## src/rtl/pio_bank_pkg.sv

```systemverilog
package pio_bank_pkg;

  localparam int unsigned REG_COUNT = 8;
  localparam int unsigned AW = $clog2(REG_COUNT);

  typedef enum logic [AW-1:0] {
    REG_OD   = 3'd0,
    REG_VAL  = 3'd1,
    REG_DIR  = 3'd2,
    REG_POL  = 3'd3,
    REG_BOTH = 3'd4,
    REG_EN   = 3'd5,
    REG_LVL  = 3'd6,
    REG_EVT  = 3'd7
  } reg_sel_e;

  // Trigger decode for one line: level mode wins, then both-edges, then polarity.
  function automatic logic line_event(input logic lvl, input logic pol,
                                      input logic both, input logic cur,
                                      input logic prev);
    if (lvl)  return pol ? cur : ~cur;
    if (both) return cur ^ prev;
    return pol ? (cur & ~prev) : (~cur & prev);
  endfunction

  // Pad enable for one line.
  function automatic logic pad_enable(input logic dir, input logic od,
                                      input logic val);
    return ~dir & (~od | ~val);
  endfunction

endpackage

```

## src/rtl/pio_sync.sv

```systemverilog
module pio_sync #(
  parameter int unsigned WIDTH  = 32,
  parameter int unsigned STAGES = 2
) (
  input  logic             clk,
  input  logic             rst_n,
  input  logic [WIDTH-1:0] pin,
  output logic [WIDTH-1:0] cur,
  output logic [WIDTH-1:0] prev
);

  logic [WIDTH-1:0] stage [STAGES];

  genvar g;
  generate
    for (g = 0; g < STAGES; g++) begin : g_stage
      always_ff @(posedge clk or negedge rst_n) begin
        if (!rst_n) stage[g] <= '0;
        else if (g == 0) stage[g] <= pin;
        else stage[g] <= stage[(g == 0) ? 0 : g - 1];
      end
    end
  endgenerate

  always_ff @(posedge clk or negedge rst_n) begin
    if (!rst_n) prev <= '0;
    else prev <= stage[STAGES-1];
  end

  assign cur = stage[STAGES-1];

endmodule

```

## src/rtl/pio_detect.sv

```systemverilog
module pio_detect
  import pio_bank_pkg::*;
#(
  parameter int unsigned WIDTH = 32
) (
  input  logic [WIDTH-1:0] lvl,
  input  logic [WIDTH-1:0] pol,
  input  logic [WIDTH-1:0] both,
  input  logic [WIDTH-1:0] cur,
  input  logic [WIDTH-1:0] prev,
  output logic [WIDTH-1:0] ev
);

  genvar g;
  generate
    for (g = 0; g < WIDTH; g++) begin : g_line
      assign ev[g] = line_event(lvl[g], pol[g], both[g], cur[g], prev[g]);
    end
  endgenerate

endmodule

```

## src/rtl/pio_pad.sv

```systemverilog
module pio_pad
  import pio_bank_pkg::*;
#(
  parameter int unsigned WIDTH = 32
) (
  input  logic [WIDTH-1:0] dir,
  input  logic [WIDTH-1:0] od,
  input  logic [WIDTH-1:0] val,
  output logic [WIDTH-1:0] pad_o,
  output logic [WIDTH-1:0] pad_oe
);

  genvar g;
  generate
    for (g = 0; g < WIDTH; g++) begin : g_line
      assign pad_oe[g] = pad_enable(dir[g], od[g], val[g]);
      assign pad_o[g]  = val[g] & ~od[g];
    end
  endgenerate

endmodule

```

## src/rtl/pio_regs.sv

```systemverilog
module pio_regs
  import pio_bank_pkg::*;
#(
  parameter int unsigned WIDTH = 32,
  parameter int unsigned DW    = 32
) (
  input  logic             clk,
  input  logic             rst_n,
  input  logic [AW-1:0]    addr,
  input  logic             wr_en,
  input  logic [DW-1:0]    wr_data,
  input  logic             rd_en,
  output logic [DW-1:0]    rd_data,
  input  logic [WIDTH-1:0] pin_cur,
  input  logic [WIDTH-1:0] line_ev,
  output logic [WIDTH-1:0] od_q,
  output logic [WIDTH-1:0] val_q,
  output logic [WIDTH-1:0] dir_q,
  output logic [WIDTH-1:0] pol_q,
  output logic [WIDTH-1:0] both_q,
  output logic [WIDTH-1:0] en_q,
  output logic [WIDTH-1:0] lvl_q,
  output logic [WIDTH-1:0] stat_q
);

  function automatic logic [DW-1:0] widen(input logic [WIDTH-1:0] x);
    logic [DW-1:0] r;
    r = '0;
    r[WIDTH-1:0] = x;
    return r;
  endfunction

  reg_sel_e         sel;
  logic [WIDTH-1:0] wbits;
  logic [WIDTH-1:0] clr;
  logic [WIDTH-1:0] stat_next;
  logic [WIDTH-1:0] pin_view;
  logic [DW-1:0]    rd_mux;

  assign sel       = reg_sel_e'(addr);
  assign wbits     = wr_data[WIDTH-1:0];
  assign clr       = (wr_en && sel == REG_EVT) ? wbits : '0;
  assign stat_next = (stat_q & ~clr) | line_ev;
  assign pin_view  = (val_q & ~dir_q) | (pin_cur & dir_q);

  always_comb begin
    case (sel)
      REG_OD:   rd_mux = widen(od_q);
      REG_VAL:  rd_mux = widen(pin_view);
      REG_DIR:  rd_mux = widen(dir_q);
      REG_POL:  rd_mux = widen(pol_q);
      REG_BOTH: rd_mux = widen(both_q);
      REG_EN:   rd_mux = widen(en_q);
      REG_LVL:  rd_mux = widen(lvl_q);
      default:  rd_mux = widen(stat_q);
    endcase
  end

  always_ff @(posedge clk or negedge rst_n) begin
    if (!rst_n) begin
      od_q    <= '0;
      val_q   <= '0;
      dir_q   <= '0;
      pol_q   <= '0;
      both_q  <= '0;
      en_q    <= '0;
      lvl_q   <= '0;
      stat_q  <= '0;
      rd_data <= '0;
    end else begin
      if (wr_en) begin
        case (sel)
          REG_OD:   od_q   <= wbits;
          REG_VAL:  val_q  <= wbits;
          REG_DIR:  dir_q  <= wbits;
          REG_POL:  pol_q  <= wbits;
          REG_BOTH: both_q <= wbits;
          REG_EN:   en_q   <= wbits;
          REG_LVL:  lvl_q  <= wbits;
          default:  ;
        endcase
      end
      stat_q <= stat_next;
      if (rd_en) rd_data <= rd_mux;
    end
  end

endmodule

```

## src/rtl/pio_bank.sv

```systemverilog
module pio_bank
  import pio_bank_pkg::*;
#(
  parameter int unsigned WIDTH = 32,
  parameter int unsigned DW    = 32
) (
  input  logic             clk,
  input  logic             rst_n,
  input  logic [AW-1:0]    bus_addr,
  input  logic             bus_wr,
  input  logic [DW-1:0]    bus_wdata,
  input  logic             bus_rd,
  output logic [DW-1:0]    bus_rdata,
  input  logic [WIDTH-1:0] pad_i,
  output logic [WIDTH-1:0] pad_o,
  output logic [WIDTH-1:0] pad_oe,
  output logic             irq
);

  logic [WIDTH-1:0] pin_cur, pin_prev, line_ev;
  logic [WIDTH-1:0] od_q, val_q, dir_q, pol_q, both_q, en_q, lvl_q, stat_q;
  logic [WIDTH-1:0] active;

  pio_sync #(.WIDTH(WIDTH), .STAGES(2)) u_sync (
    .clk(clk), .rst_n(rst_n), .pin(pad_i), .cur(pin_cur), .prev(pin_prev)
  );

  pio_detect #(.WIDTH(WIDTH)) u_detect (
    .lvl(lvl_q), .pol(pol_q), .both(both_q),
    .cur(pin_cur), .prev(pin_prev), .ev(line_ev)
  );

  pio_regs #(.WIDTH(WIDTH), .DW(DW)) u_regs (
    .clk(clk), .rst_n(rst_n), .addr(bus_addr), .wr_en(bus_wr),
    .wr_data(bus_wdata), .rd_en(bus_rd), .rd_data(bus_rdata),
    .pin_cur(pin_cur), .line_ev(line_ev),
    .od_q(od_q), .val_q(val_q), .dir_q(dir_q), .pol_q(pol_q),
    .both_q(both_q), .en_q(en_q), .lvl_q(lvl_q), .stat_q(stat_q)
  );

  pio_pad #(.WIDTH(WIDTH)) u_pad (
    .dir(dir_q), .od(od_q), .val(val_q), .pad_o(pad_o), .pad_oe(pad_oe)
  );

  assign active = stat_q & en_q;
  assign irq    = |active;

endmodule

```

## config.mk

```make
export PLATFORM = sky130hd
export DESIGN_NAME = pio_bank
export DESIGN_NICKNAME = d
export VERILOG_FILES = /design/src/rtl/pio_bank_pkg.sv /design/src/rtl/pio_sync.sv /design/src/rtl/pio_detect.sv /design/src/rtl/pio_pad.sv /design/src/rtl/pio_regs.sv /design/src/rtl/pio_bank.sv
export SDC_FILE = /design/constraint.sdc
export NUM_CORES = 1
export LEC_CHECK = 0
export CAP_MARGIN = 30
export CORE_UTILIZATION = 55
export DETAILED_ROUTE_END_ITERATION = 7
export DONT_BUFFER_PORTS = 1
export PLACE_DENSITY = 0.7
export SLEW_MARGIN = 20
export SYNTH_ARGS = -nofsm -noshare
export SYNTH_HDL_FRONTEND = slang
export SYNTH_SLANG_ARGS = --single-unit
```

## constraint.sdc

```tcl
create_clock -name clk -period 3.5 [get_ports clk]
set_clock_uncertainty 0.2 [all_clocks]
set_input_delay 0.875 -clock clk [delete_from_list [all_inputs] [get_ports clk]]
set_output_delay 0.875 -clock clk [all_outputs]
set_load 0.01 [all_outputs]
```

==> results.cfg, run 1 <==
[layout]
finalNonFillerCells = 1943
most-common-layout-cells = dfrtp_1, mux2_2, inv_1, nand2_1, nor2b_1
nets = 1608
antenna_cells = 0
drive_gt1_share_pct = 22.5
area_growth_pct = 8.62
final_common_cell = dfrtp_1
nFillCells = 2557

[cts]
post-cts-setup-buffer-count = 0
cts.sinks = 384
clk_root_buffer_cell = clkbuf_16
cts_tree = done
cts_buffer_depth = 3
h-tree-depth = 2
clk_latency_ns = 0.55
cts_buffers = 42
cts_resized = 0
clk_transition_reported_paths_ns = 0.06

[grt]
global_route.usage.met2_pct = 41.7
antenna_found_initial = 0
grt_use_met1_pct = 40.0
grt_usage_pct = 27.6
busiest_layer = met2
global_route.usage.met3_pct = 5.43
grt_pass1_vias = 12300
grt_start_max_net_pins = 385
grt.overflow.total = 0
grt_pass1_wl_microns = 72000

[yosys]
ys_ff_latch = 384
synth_cell_types = 36
syn_area_sq_mm = 0.0183
synth_edf_count = 0
yosysSeqAreaShare_pct = 52.5
postSynth.asyncResetShare_pct = 100
syn_nets = 1623
syn_inst = 1488
syn_avg_cell_area_sq_um = 12.3
ys_top_cells_by_area = dfrtp_1, mux2_2, ha_1, a211oi_1, nor2b_1
synth.yosys.warnings = 0
synth_ff_type = dfrtp_1
yosysTopAreaCell = dfrtp_1
synth_top_area_share_pct = 52.5

[die]
start_util_pct = 56.1
die_area_sq_mm = 0.0340
fp.coreArea_sq_mm = 0.0326
num_io_pins = 168
num_rows = 66
die_y_microns = 184
die_w_microns = 184

[timing]
final.setup.tns_ns = 0
setup_viol_count_final = 0
slew_violations = 0
rsz0062_at_grt = no
layout_setup_ws_ns = 0.322
period_share_pct = 90.8
fmax_mhz = 315
fin_hold_ws_ns = -0.160
slew_headroom_pct = 48.8
worst_pin_slew_ns = 0.767
hold_viol_final = 384
period_needed_ns = 3.18

[critical_path]
required_ns = 2.42
path_max_fanout = 3
critPathMaxStageDelay_ns = 0.67
critical_path_class = flip-flop to output pin
critPathSlowestCell = or4_1
crit_family = simple AND/OR/NAND/NOR gates
worstSetupEndpointType = output pin
cp.arrival_ns = 2.10
cp_num_buf_inv = 0
cp_cell_sequence = a22oi_1 -> nand4_1 -> or4_1
startpoint_type = flip-flop

[routing]
drcViolationCount = 0
wire_per_inst_microns = 23.4
ant_nets = 0
drtPass1Iterations = 4
vias_per_cell = 6.16
postRouteWirelength_microns = 45500
drt_iter0_drc = 1001
vias = 12000

[worst_hold_path]
hold_class = input pin to async pin

[flow_run]
cap_viol_max_count = 0

[place]
place.gp.congestion = 0.823
dp.cells = 1871
dp_hpwl_microns = 27900
dp_slack_ns = 0.839
io_buffers = 0

[status]
outcome = complete, but fails checks
violations = hold timing

[power]
p_leak_nw = 8.37
power_density_mw_per_mm2 = 607
max-vdd-ir-drop_mv = 0.428
cell usage after synthesis (4+ instances only):
| cell type | count |
|---|---|
| o21ai_0 | 63 |
| nand4_1 | 4 |
| ha_1 | 64 |
| nor2_1 | 31 |
| nor2b_1 | 67 |
| mux2_2 | 228 |
| mux2_1 | 29 |
| nand2_1 | 65 |
| buf_2 | 22 |
| or2_1 | 8 |
| xnor2_1 | 32 |
| a21oi_1 | 63 |
| dfrtp_1 | 384 |
| a221oi_1 | 32 |
| o22ai_1 | 32 |
| buf_4 | 18 |
| or2_2 | 23 |
| a221o_1 | 32 |
| clkbuf_1 | 24 |
| nand2b_1 | 31 |
| a22oi_1 | 47 |
| a211oi_1 | 64 |
| buf_6 | 12 |
| mux2i_1 | 32 |
| inv_1 | 66 |
cell families (layout without fill, tap and decap cells):
logic type,after synthesis,in the layout,share of synthesized area (%)
AOI/OAI and AO/OA,335,335,12.5
adders and majority gates,64,64,4.38
buffers and inverters,142,155,3.92
DFF,384,384,52.5
and+or+nand+nor,242,242,7.64
xor gates and xnor gates,32,32,1.53
muxes,289,289,17.6
stage by stage:
stage | util (%) | total power, mW | area (sq um)
after floorplan | - | 7.34 | 18300
after global placement | 56.9 | 7.76 | 18600
after detailed placement | 56.9 | 7.84 | 18600
after CTS | 60.9 | 12.1 | 19900
after global routing | 60.9 | 12.6 | 19900
final | 60.9 | 12.1 | 19900
layout make-up:
cell class	count	area, sq um	share of cell area [%]
Timing Repair Buffer	17	165	0.831
Clock buffer	64	1190	6.00
Multi-Input combinational cell	962	8000	40.2
Clock inverter	8	115	0.579
Tap cell	442	553	2.78
Sequential cell	384	9610	48.3
Inverter	66	248	1.25
final timing paths:
path                                                  from                       endpoint  slack (ns)  cells after the start
worst min-delay path                                 rst_n   u_regs.val_q[26]$_DFFE_PN0P_       -0.16                      0
worst max register to register    u_sync.cur[22]$_DFF_PN0_    u_regs.stat_q[22]$_DFF_PN0_        1.67                      6
worst min register to register  u_sync.stage[35]$_DFF_PN0_        u_sync.cur[3]$_DFF_PN0_        0.15                      0
max in group asynchronous                            rst_n  u_regs.both_q[18]$_DFFE_PN0P_        2.63                      0
min in group clk                u_sync.stage[35]$_DFF_PN0_        u_sync.cur[3]$_DFF_PN0_        0.15                      0
worst max-delay path            u_regs.stat_q[2]$_DFF_PN0_                            irq        0.32                      3
power by group:
part,switching [mW],internal [mW]
sequential,0.846,5.16
clock,1.77,2.50
combinational,0.766,1.02
metal layers:
layer	share of wire, %	wire length, microns
met2	45	20400
met4	2.5	1140
met3	6.7	3050
met5	0	0
met1	46	20900
(Power assumes the default switching activity.)
==> inputs of run 2 (changes only) <==
--- a/config.mk
+++ b/config.mk
@@ -7,2 +7,3 @@
 export LEC_CHECK = 0
+export ABC_CLOCK_PERIOD_IN_PS = 3500
 export CAP_MARGIN = 30
==> constraint.sdc (replaced) <==
create_clock -name clk -period 3.5 [get_ports clk]
set_clock_uncertainty 0.2 [all_clocks]
set_input_delay 1.05 -clock clk [delete_from_list [all_inputs] [get_ports clk]]
set_output_delay 1.05 -clock clk [all_outputs]
set_load 0.02 [all_outputs]
==> results.cfg, run 2 (same netlist as run 1, synthesis figures left out) <==
[status]
outcome = finished clean

[routing]
drtPass1Iterations = 5
wire_per_inst_microns = 23.6
postRouteWirelength_microns = 46100
vias_per_cell = 6.20
drt_iter0_drc = 960
drcViolationCount = 0
ant_nets = 0
vias = 12100

[timing]
worst_pin_slew_ns = 0.817
slew_headroom_pct = 45.4
fin_hold_ws_ns = 0.0366
rsz0062_at_grt = no
period_needed_ns = 3.43
final.setup.tns_ns = 0
slew_violations = 0
fmax_mhz = 291
setup_viol_count_final = 0
period_share_pct = 98.0
hold_viol_final = 0

[grt]
grt_pass1_vias = 12300
global_route.usage.met2_pct = 42.2
grt_use_met1_pct = 39.9
grt_start_max_net_pins = 268
grt_usage_pct = 27.8
grt_pass1_wl_microns = 72300
busiest_layer = met2
global_route.usage.met3_pct = 6.26
grt.overflow.total = 0
antenna_found_initial = 0

[critical_path]
worstSetupEndpointType = output pin
required_ns = 2.25
critical_path.reg2reg.startpoint = u_sync.cur[27]$_DFF_PN0_
setup.worst_path.start = u_regs.stat_q[16]$_DFF_PN0_
startpoint_type = flip-flop
path_max_fanout = 3
cp_cell_sequence = a22oi_1 -> nand4_1 -> or4_1
critPathSlowestCell = or4_1
cp.arrival_ns = 2.18
critPathMaxStageDelay_ns = 0.74
critical_path_class = flip-flop to output pin

[cts]
clk_transition_reported_paths_ns = 0.06
h-tree-depth = 2
post-cts-setup-buffer-count = 0
cts_tree = done
cts.sinks = 384
cts_buffers = 42
clk_root_buffer_cell = clkbuf_16
cts_buffer_depth = 3
clk_latency_ns = 0.54

[power]
max-vdd-ir-drop_mv = 0.534
power_density_mw_per_mm2 = 620
power.total_mw = 12.5
p_leak_nw = 8.50

[place]
dp_hpwl_microns = 28200
io_buffers = 0
place.gp.congestion = 0.871

[die]
num_rows = 66
num_io_pins = 168
start_util_pct = 56.1
fp.coreArea_sq_mm = 0.0326
die_w_microns = 184
die_y_microns = 184
die_area_sq_mm = 0.0340

[layout]
drive_gt1_share_pct = 23.5
area_growth_pct = 9.75
final_common_cell = dfrtp_1
postLayoutCoreUtil_pct = 61.6
nets = 1621
most-common-layout-cells = dfrtp_1, mux2_2, inv_1, nand2_1, nor2b_1
antenna_cells = 0

[flow_run]
cap_viol_max_count = 0

[worst_hold_path]
hold_class = input pin to async pin
==> run 2: changes by cell type in the layout (fill, tap and decap cells not counted), moves of 3 or more <==
cell and change:
buf_4 +6, clkbuf_1 -10, dlygate4sd3_1 +4, clkbuf_8 +3, clkinv_2 +7
==> run 2: layer usage <==
layer  routed length, microns  up-vias
met3                     3440       68
met4                     1050        0
met5                        0        -
li1                         -     5401
met1                    20900     6243
met2                    20800      411
==> run 2: where the power goes <==
part           leakage [nW]  internal, mW  switching [mW]
sequential             4.47          5.16           0.891
combinational          3.34          1.03           0.948
clock                 0.685          2.65            1.77
==> run 2: final timing paths <==
check,to,slack (ns),depth (start not counted)
worst min register to register,u_sync.cur[16]$_DFF_PN0_,0.14,0
worst min-delay path,u_regs.od_q[28]$_DFFE_PN0P_,0.04,0
min in group clk,u_sync.cur[16]$_DFF_PN0_,0.14,0
worst max-delay path,irq,0.07,3
max in group asynchronous,u_sync.stage[35]$_DFF_PN0_,1.73,1
worst max register to register,u_regs.stat_q[27]$_DFF_PN0_,1.69,6
==> run 2: final cells by class <==
| cell class | count | area, sq um |
|---|---|---|
| inverters | 66 | 248 |
| repair buffers | 30 | 303 |
| flip-flops and latches | 384 | 9610 |
| clock buffers | 58 | 1220 |
| fillers | 2529 | 12500 |
| multi-input cells | 962 | 8000 |
| well taps | 442 | 553 |
| clock inverters | 14 | 155 |
==> run 2: worst max-delay path: cells and delay by family (launching register included) <==
| kind | cells | cell delay, ns |
|---|---|---|
| AND/OR/NAND/NOR | 2 | 0.94 |
| flip-flops | 1 | 0.40 |
| AO/OA/AOI/OAI | 1 | 0.32 |
==> run 2: what timing repair did <==
| action | in CTS | in global routing |
|---|---|---|
| endpoints found under the setup margin | 0 | 0 |
| resized for setup | 0 | 0 |
| hold buffers | 5 | 2 |
| hold endpoints to repair | 44 | 4 |
==> run 2: through the flow <==
stage	instance area [sq um]	setup WS [ns]	std cells
2_1_floorplan	18300	0.985	1488
3_3_place_gp	18600	0.651	1877
3_5_place_dp	18600	0.631	1877
4_1_cts	20100	0.0709	1954
5_1_grt	20100	0.0159	1956
6_report	20100	0.0691	1956
